`src/rtl/hbd_pkg.sv`:
```
package hbd_pkg;
  typedef enum logic [1:0] {
    MF_GPO   = 2'b00,
    MF_BAUD  = 2'b01,
    MF_RXRDY = 2'b10,
    MF_GPO2  = 2'b11
  } mf_sel_e;

  localparam int CH_A = 0;
  localparam int CH_B = 1;
  localparam int NUM_CH = 2;
  localparam int AFR_W = 3;
endpackage

```
`src/rtl/sync_bit.sv`:
```
module sync_bit #(
  parameter int   STAGES = 2,
  parameter logic INIT   = 1'b1
) (
  input  logic clk,
  input  logic rst,
  input  logic d,
  output logic q
);
  logic [STAGES-1:0] chain;

  always_ff @(posedge clk) begin
    if (rst) chain <= {STAGES{INIT}};
    else     chain <= {chain[STAGES-2:0], d};
  end

  assign q = chain[STAGES-1];
endmodule

```
`src/rtl/mf_out_sel.sv`:
```
module mf_out_sel
  import hbd_pkg::*;
(
  input  logic    clk,
  input  logic    rst,
  input  mf_sel_e sel,
  input  logic    op2,
  input  logic    baud,
  input  logic    rxrdy,
  output logic    mf_n
);
  logic pick;

  always_comb begin
    unique case (sel)
      MF_BAUD:  pick = baud;
      MF_RXRDY: pick = rxrdy;
      default:  pick = op2;
    endcase
  end

  always_ff @(posedge clk) begin
    if (rst) mf_n <= 1'b1;
    else     mf_n <= ~pick;
  end
endmodule

```
`src/rtl/dual_host_decoder.sv`:
```
module dual_host_decoder
  import hbd_pkg::*;
#(
  parameter int AW          = 3,
  parameter int DW          = 8,
  parameter int SYNC_STAGES = 2
) (
  input  logic          clk,
  input  logic          rst,
  input  logic          bus_cs_n,
  input  logic          bus_chsel,
  input  logic [AW-1:0] bus_addr,
  input  logic          bus_rd_n,
  input  logic          bus_wr_n,
  input  logic [DW-1:0] bus_din,
  output logic [DW-1:0] bus_dout,
  output logic          bus_doe,
  output logic [AW-1:0] reg_rd_addr,
  input  logic [DW-1:0] rd_data_a,
  input  logic [DW-1:0] rd_data_b,
  output logic          rd_stb_a,
  output logic          rd_stb_b,
  output logic [AW-1:0] reg_wr_addr,
  output logic [DW-1:0] reg_wr_data,
  output logic          wr_en_a,
  output logic          wr_en_b,
  input  logic [2:0]    afr_a,
  input  logic [2:0]    afr_b,
  input  logic          op2_a,
  input  logic          op2_b,
  input  logic          baud_a,
  input  logic          baud_b,
  input  logic          rxrdy_a,
  input  logic          rxrdy_b,
  output logic          mf_n_a,
  output logic          mf_n_b,
  input  logic          irq_in_a,
  input  logic          irq_in_b,
  output logic          irq_a,
  output logic          irq_b
);
  // strobe and select synchronizers
  logic rd_s, wr_s, cs_s, ch_s;

  sync_bit #(.STAGES(SYNC_STAGES), .INIT(1'b1)) u_rd_sync (.clk(clk), .rst(rst), .d(bus_rd_n),  .q(rd_s));
  sync_bit #(.STAGES(SYNC_STAGES), .INIT(1'b1)) u_wr_sync (.clk(clk), .rst(rst), .d(bus_wr_n),  .q(wr_s));
  sync_bit #(.STAGES(SYNC_STAGES), .INIT(1'b1)) u_cs_sync (.clk(clk), .rst(rst), .d(bus_cs_n),  .q(cs_s));
  sync_bit #(.STAGES(SYNC_STAGES), .INIT(1'b0)) u_ch_sync (.clk(clk), .rst(rst), .d(bus_chsel), .q(ch_s));

  // edge detection on synchronized strobes
  logic rd_prev, wr_prev;
  logic rd_fall, wr_rise;

  always_ff @(posedge clk) begin
    if (rst) begin
      rd_prev <= 1'b1;
      wr_prev <= 1'b1;
    end else begin
      rd_prev <= rd_s;
      wr_prev <= wr_s;
    end
  end

  assign rd_fall = rd_prev & ~rd_s;
  assign wr_rise = ~wr_prev & wr_s;

  // write capture: follow the bus while the strobe is low
  logic [AW-1:0] wr_addr_l;
  logic [DW-1:0] wr_data_l;
  logic          wr_sel_l;
  logic          wr_ch_l;

  always_ff @(posedge clk) begin
    if (rst) begin
      wr_addr_l <= '0;
      wr_data_l <= '0;
      wr_sel_l  <= 1'b0;
      wr_ch_l   <= 1'b0;
    end else if (!wr_s) begin
      wr_addr_l <= bus_addr;
      wr_data_l <= bus_din;
      wr_sel_l  <= ~cs_s;
      wr_ch_l   <= ch_s;
    end
  end

  logic bcast;
  assign bcast = afr_a[0] | afr_b[0];

  // per-channel select decode (index CH_A answers chsel=1)
  logic [NUM_CH-1:0] wr_pick, rd_pick;
  assign wr_pick[CH_A] = wr_ch_l;
  assign wr_pick[CH_B] = ~wr_ch_l;
  assign rd_pick[CH_A] = ch_s;
  assign rd_pick[CH_B] = ~ch_s;

  logic [NUM_CH-1:0] wr_en_q, rd_stb_q, irq_q, irq_in_v, mf_n_v;
  logic [NUM_CH-1:0] op2_v, baud_v, rxrdy_v;
  mf_sel_e           mf_sel_v [NUM_CH];

  assign irq_in_v[CH_A] = irq_in_a;
  assign irq_in_v[CH_B] = irq_in_b;
  assign op2_v[CH_A]    = op2_a;
  assign op2_v[CH_B]    = op2_b;
  assign baud_v[CH_A]   = baud_a;
  assign baud_v[CH_B]   = baud_b;
  assign rxrdy_v[CH_A]  = rxrdy_a;
  assign rxrdy_v[CH_B]  = rxrdy_b;
  assign mf_sel_v[CH_A] = mf_sel_e'(afr_a[2:1]);
  assign mf_sel_v[CH_B] = mf_sel_e'(afr_b[2:1]);

  for (genvar i = 0; i < NUM_CH; i++) begin : g_ch
    always_ff @(posedge clk) begin
      if (rst) begin
        wr_en_q[i]  <= 1'b0;
        rd_stb_q[i] <= 1'b0;
        irq_q[i]    <= 1'b0;
      end else begin
        wr_en_q[i]  <= wr_rise & wr_sel_l & (bcast | wr_pick[i]);
        rd_stb_q[i] <= rd_fall & ~cs_s & rd_pick[i];
        irq_q[i]    <= irq_in_v[i];
      end
    end

    mf_out_sel u_mf (
      .clk  (clk),
      .rst  (rst),
      .sel  (mf_sel_v[i]),
      .op2  (op2_v[i]),
      .baud (baud_v[i]),
      .rxrdy(rxrdy_v[i]),
      .mf_n (mf_n_v[i])
    );
  end

  // write address and data register
  always_ff @(posedge clk) begin
    if (rst) begin
      reg_wr_addr <= '0;
      reg_wr_data <= '0;
    end else if (wr_rise) begin
      reg_wr_addr <= wr_addr_l;
      reg_wr_data <= wr_data_l;
    end
  end

  // read path
  logic rd_ch_q;

  always_ff @(posedge clk) begin
    if (rst) begin
      reg_rd_addr <= '0;
      rd_ch_q     <= 1'b0;
      bus_dout    <= '0;
      bus_doe     <= 1'b0;
    end else begin
      reg_rd_addr <= bus_addr;
      rd_ch_q     <= ch_s;
      bus_dout    <= rd_ch_q ? rd_data_a : rd_data_b;
      bus_doe     <= ~rd_s & ~cs_s;
    end
  end

  assign wr_en_a  = wr_en_q[CH_A];
  assign wr_en_b  = wr_en_q[CH_B];
  assign rd_stb_a = rd_stb_q[CH_A];
  assign rd_stb_b = rd_stb_q[CH_B];
  assign irq_a    = irq_q[CH_A];
  assign irq_b    = irq_q[CH_B];
  assign mf_n_a   = mf_n_v[CH_A];
  assign mf_n_b   = mf_n_v[CH_B];
endmodule

```
`config.mk`:
```
export PLATFORM = sky130hd
export DESIGN_NAME = dual_host_decoder
export DESIGN_NICKNAME = d
export VERILOG_FILES = /design/src/rtl/hbd_pkg.sv /design/src/rtl/sync_bit.sv /design/src/rtl/mf_out_sel.sv /design/src/rtl/dual_host_decoder.sv
export SDC_FILE = /design/constraint.sdc
export NUM_CORES = 1
export LEC_CHECK = 0
export BUFFER_PORTS_ARGS = -buffer_cell sky130_fd_sc_hd__buf_2
export CAP_MARGIN = 20
export CORE_MARGIN = 2
export CORE_UTILIZATION = 50
export DETAILED_ROUTE_END_ITERATION = 7
export GPL_TIMING_DRIVEN = 0
export PLACE_DENSITY_LB_ADDON = 0.12
export RECOVER_POWER = 25
export SYNTH_ARGS = -nofsm -noshare
export SYNTH_HDL_FRONTEND = slang
export SYNTH_SLANG_ARGS = --single-unit
```
`constraint.sdc`:
```
create_clock -name clk -period 2.3 [get_ports clk]
set_clock_uncertainty 0.1 [all_clocks]
set_input_delay 0.46 -clock clk [delete_from_list [all_inputs] [get_ports clk]]
set_output_delay 0.46 -clock clk [all_outputs]
set_load 0.005 [all_outputs]
```
# Yosys cells after proc, flatten, opt, wreduce, memory -nomap -nowiden
# Index checks and enable logic that the tools add are counted.
dict set report totals {
  elab_cells 50
  output_inout_bits 31
  reg_bits 55
}
dict set report op_classes {
  n_eq_ne 4
  bitwise 19
  n_mux 3
}
# operator count
set ops {}
lappend ops {{$and 1x1->1} 9}
lappend ops {{$mux 8} 1}
lappend ops {{$not 1->1} 7}
lappend ops {{$eq 2x1->1 const B} 2}
lappend ops {{$eq 2x2->1 const B} 2}
lappend ops {{$pmux 1 s2} 2}
lappend ops {{$or 1x1->1} 3}

# Depth between registers and ports, before layout
dict set report depth {
  ltp_word 4
  ltp_mapped 5
  depth_no_buf 4
}

# Modules after synthesis
# Synthesis repeated with hierarchy kept, for this count alone.
dict set report hier_totals {
  cells_unflattened 179
  area_unflattened_um2 1993.2
}
# mod cells_per_inst instances area_per_inst_um2
set modules_own_cells {}
lappend modules_own_cells {dual_host_decoder 147 1 1622.8}
lappend modules_own_cells {sync_bit 4 4 52.6}
lappend modules_own_cells {mf_out_sel 8 2 80.1}

# Worst setup path after synthesis
# No wires, ideal clock.
dict set report synth_path {
  kind {input -> register}
  from {in afr_a[1]}
  to {reg g_ch[0].u_mf.mf_n}
  arrival_ns 1.044
  required_time_ns 2.080
  path_slack_ns 1.037
  setup_time_ns 0.120
  path_stages 3
  path_cell_list {inv_1 ha_1 a211o_1}
}
dict set report synth_between {
  elab_chain_cells 3
  word_cells_on_any_way 4
  classes_between {eq/ne (2); mux (1); bitwise (1)}
}
# element line_no
set synth_rtl {}
lappend synth_rtl {{start: declaration} dual_host_decoder.sv:27} ;# input logic [2:0] afr_a,
lappend synth_rtl {{$eq 2x2->1 / $eq 2x1->1 (equally long branches)} mf_out_sel.sv:15} ;# unique case (sel)
lappend synth_rtl {{$pmux 1 s2 (*)} mf_out_sel.sv:15}
lappend synth_rtl {{$not 1->1 (*)} mf_out_sel.sv:24} ;# else mf_n <= ~pick;
lappend synth_rtl {{end signal: assignment} mf_out_sel.sv:24}
lappend synth_rtl {{end: declaration} mf_out_sel.sv:10} ;# output logic mf_n
# Every way passes the cells marked *; elsewhere a longest branch is shown, timed or not.
# A chain may end at the register's enable or synchronous reset.

# Worst setup path in the final report
dict set report layout_path {
  from {reg u_wr_sync.chain[1]}
  to {reg reg_wr_addr[1]}
}
dict set report layout_between {
  elab_chain_cells 1
}
# element line_no
set layout_rtl {}
lappend layout_rtl {{start: declaration} sync_bit.sv:10} ;# logic [STAGES-1:0] chain;
lappend layout_rtl {{start signal: assignment} sync_bit.sv:13} ;# if (rst) chain <= {STAGES{INIT}};
lappend layout_rtl {{start signal: assignment} sync_bit.sv:14} ;# else chain <= {chain[STAGES-2:0], d};
lappend layout_rtl {{$and 1x1->1} dual_host_decoder.sv:65} ;# assign wr_rise = ~wr_prev & wr_s;
lappend layout_rtl {{end signal: assignment} dual_host_decoder.sv:142} ;# reg_wr_addr <= wr_addr_l;
lappend layout_rtl {{end: declaration} dual_host_decoder.sv:23} ;# output logic [AW-1:0] reg_wr_addr,
# Every way passes these cells.

==> out/metrics.yaml <==
sta:
  rsz0062_at_grt: "false"
  maxSlewViolCount: 0
  period_needed_ns: 1.45
  setup_ws_ns: 0.848
  relSlewSlack_pct: 67.5
  finalSetupViolations: 0
  tns_ns: 0
  fmax_mhz: 689
  worst_pin_slew_ns: 0.487
  finalCritPeriodShare_pct: 63.1
  holdWs_ns: 0.241
  finalHoldViolCount: 0
cts:
  cts_resized: 0
  cts_buffer_depth: 2
  cts_buffers: 5
  cts_hold_buf: 0
  numClockSinks: 55
  cts_root_buffer: "clkbuf_8"
  htreeDepth: 2
  cts_setup_buffers: 0
  cts.clk_slew.worst_paths_ns: 0.09
  clkLatencyLatePin_ns: 0.29
  cts_tree: "done"
hold_path:
  hold_class: "in2reg"
  holdPathStages: 2
  whs_endpoint: "u_rd_sync.chain[0]"
  hp-start: "bus_rd_n"
final_layout:
  antenna_cells: 0
  nNetsFinal: 317
  area_delta_synth_final_pct: 29.8
  final_common_cell: "buf_2"
  drive_gt1_share_pct: 36.3
  fill_cells: 326
  fin_area_sq_um: 2410
  final_cell_mix: "buf_2, dfxtp_1, nor2_1"
synthesis:
  ys_ff_latch: 55
  syn-num-nets: 234
  yosysSeqAreaShare_pct: 59.3
  ys_warn_count: 0
  syn-cell-area_sq_um: 1860
  synth_cells: 183
  synth_area_leaders: "dfxtp_1, mux2i_1, nor2_1, nand2_1, a21oi_1"
  synth.distinct_cells: 20
  synth_top_cell_area_share_pct: 59.3
  avgSynthCellArea_sq_um: 10.2
  synth_top_area_cell: "dfxtp_1"
route:
  vias: 1452
  wl_per_cell_um: 10.8
  viasPerCell: 4.61
  drc_errors: 0
  first_pass_iters: 4
  drt_wl_total_um: 3400
  drtAntennaViolNets: 0
  drt_first_iter_violations: 47
placement:
  routabilityCongestion: 0.704
  dp_hpwl_um: 2550
  dpl_worst_slack_ns: 0.843
  placed_area_sq_um: 2300
  numPortBuffers: 76
status:
  outcome: "completed"
grt:
  grt_max_degree: 17
  grt_pass1_wl_um: 5750
  grt_overflow: 0
  grt_use_total_pct: 18.0
  antenna_found_initial: 0
  grt_pass1_vias: 1358
die:
  die_w_um: 65.0
  coreArea_sq_um: 3610
  die_h_um: 65.0
  num_rows: 22
  initial_core_util_pct: 51.5
  io_pins: 78
  die_area_sq_um: 4220
flow_run:
  drv_cap: 0
worst_setup_path:
  critPathTopFamily: "buffers and inverters"
  critPathCaptureType: "register"
  crit_chain: "clkbuf_1, and2b_4, buf_6, nand2_1, a21oi_1"
  required_ns: 2.43
  ff2ff_setup_slack_ns: 0.85
  cp.arrival_ns: 1.58
  worstPathMaxFanout: 10
  r2r_start: "u_wr_sync.chain[1]"
  critical_path.reg2reg.endpoint: "reg_wr_addr[1]"
  crit_buf_inv: 2
  cpPeakStageDelay_ns: 0.38
  cp_slowest_cell: "clkbuf_1"
  worstSetupStartpointType: "register"
  reg2reg_depth: 5
  crit_type: "reg2reg"
power:
  power.leakage_uw: 0.00119
  ir_drop_v: 0.000438
  power_density_nw_per_um2: 732
==> how the worst max path moves through the flow <==
stage                        from           endpoint  slack (ns)  cells past startpoint
3_5_place_dp                  rst  g_ch[1].u_mf.mf_n        0.84                      3
4_1_cts            reg_wr_data[6]     reg_wr_data[6]        0.97                      1
6_report       u_wr_sync.chain[1]     reg_wr_addr[1]        0.85                      5
5_1_grt        u_wr_sync.chain[1]     reg_wr_addr[0]        0.72                      5
2_1_floorplan            afr_a[1]  g_ch[0].u_mf.mf_n        1.04                      3
3_3_place_gp                  rst  g_ch[0].u_mf.mf_n        0.88                      3
==> metal layers <==
layer	GRT usage [%]	vias to the layer above	wire [um]
li1	-	753	-
met1	19.4	636	1380
met2	31.3	59	1650
met3	8.16	4	339
met4	5.59	0	29
met5	0	-	0
==> worst reg2reg max path: stages, from the launching register on <==
cell and delay (ns):
dfxtp_1 0.31, clkbuf_1 0.38, and2b_4 0.26, buf_6 0.14, nand2_1 0.07, a21oi_1 0.13
==> sequential cells by signal, summed over array words and instances (netlist names), 2 cells and up <==
name and count:
u_rd_sync.chain 2, u_wr_sync.chain 2, u_ch_sync.chain 2, u_cs_sync.chain 2
reg_wr_data 8, wr_data_l 8, reg_rd_addr 3, wr_addr_l 3
g_ch.u_mf.mf_n 2, bus_dout 8, reg_wr_addr 3
==> kinds of logic (layout without fill, tap and decap cells) <==
kind of cell | Yosys count | in the layout | share of synthesized area, %
DFF | 55 | 55 | 59.3
adders and majority gates | 4 | 4 | 2.69
and+or+nand+nor | 70 | 70 | 17.2
buffers and inverters | 17 | 101 | 4.65
muxes | 20 | 20 | 10.8
AOI/OAI and AO/OA | 17 | 17 | 5.39
==> cell type report <==
class                   instances  area [sq um]  share of cell area, %
flip-flops and latches         55          1100                   45.7
multi-input cells             111           671                   27.8
repair buffers                 76           380                   15.8
clock buffers                   6          82.6                   3.43
well taps                      48          60.1                   2.49
plain buffers                  11          58.8                   2.44
clock inverters                 2          35.0                   1.45
inverters                       6          22.5                  0.934
==> power breakdown <==
group | total, uW | leakage (uW) | internal (uW) | switching (uW)
combinational | 136 | 0.000681 | 73.4 | 62.2
sequential | 993 | 0.000450 | 984 | 9.05
clock | 637 | 0.0000612 | 352 | 284
total | 1760 | 0.00119 | 1410 | 356
==> synth_stat cells, drive strengths merged <==
master,count
ha,4
clkbuf,5
nand2,23
nor3,2
a221oi,2
a21oi,13
nand3b,1
nand2b,1
and3,1
buf,6
and2b,1
dfxtp,55
or2,8
mux2i,20
a211o,2
nor2,25
nor2b,8
inv,6
==> stage by stage <==
step	util [%]	instances	total power, uW
finish	66.9	315	1760
global route	66.9	315	1850
CTS	67.0	315	1790
detailed placement	63.7	307	1150
global placement	63.7	307	1150
floorplan	-	183	1080
Note: power is estimated with default switching activity, not from simulation.
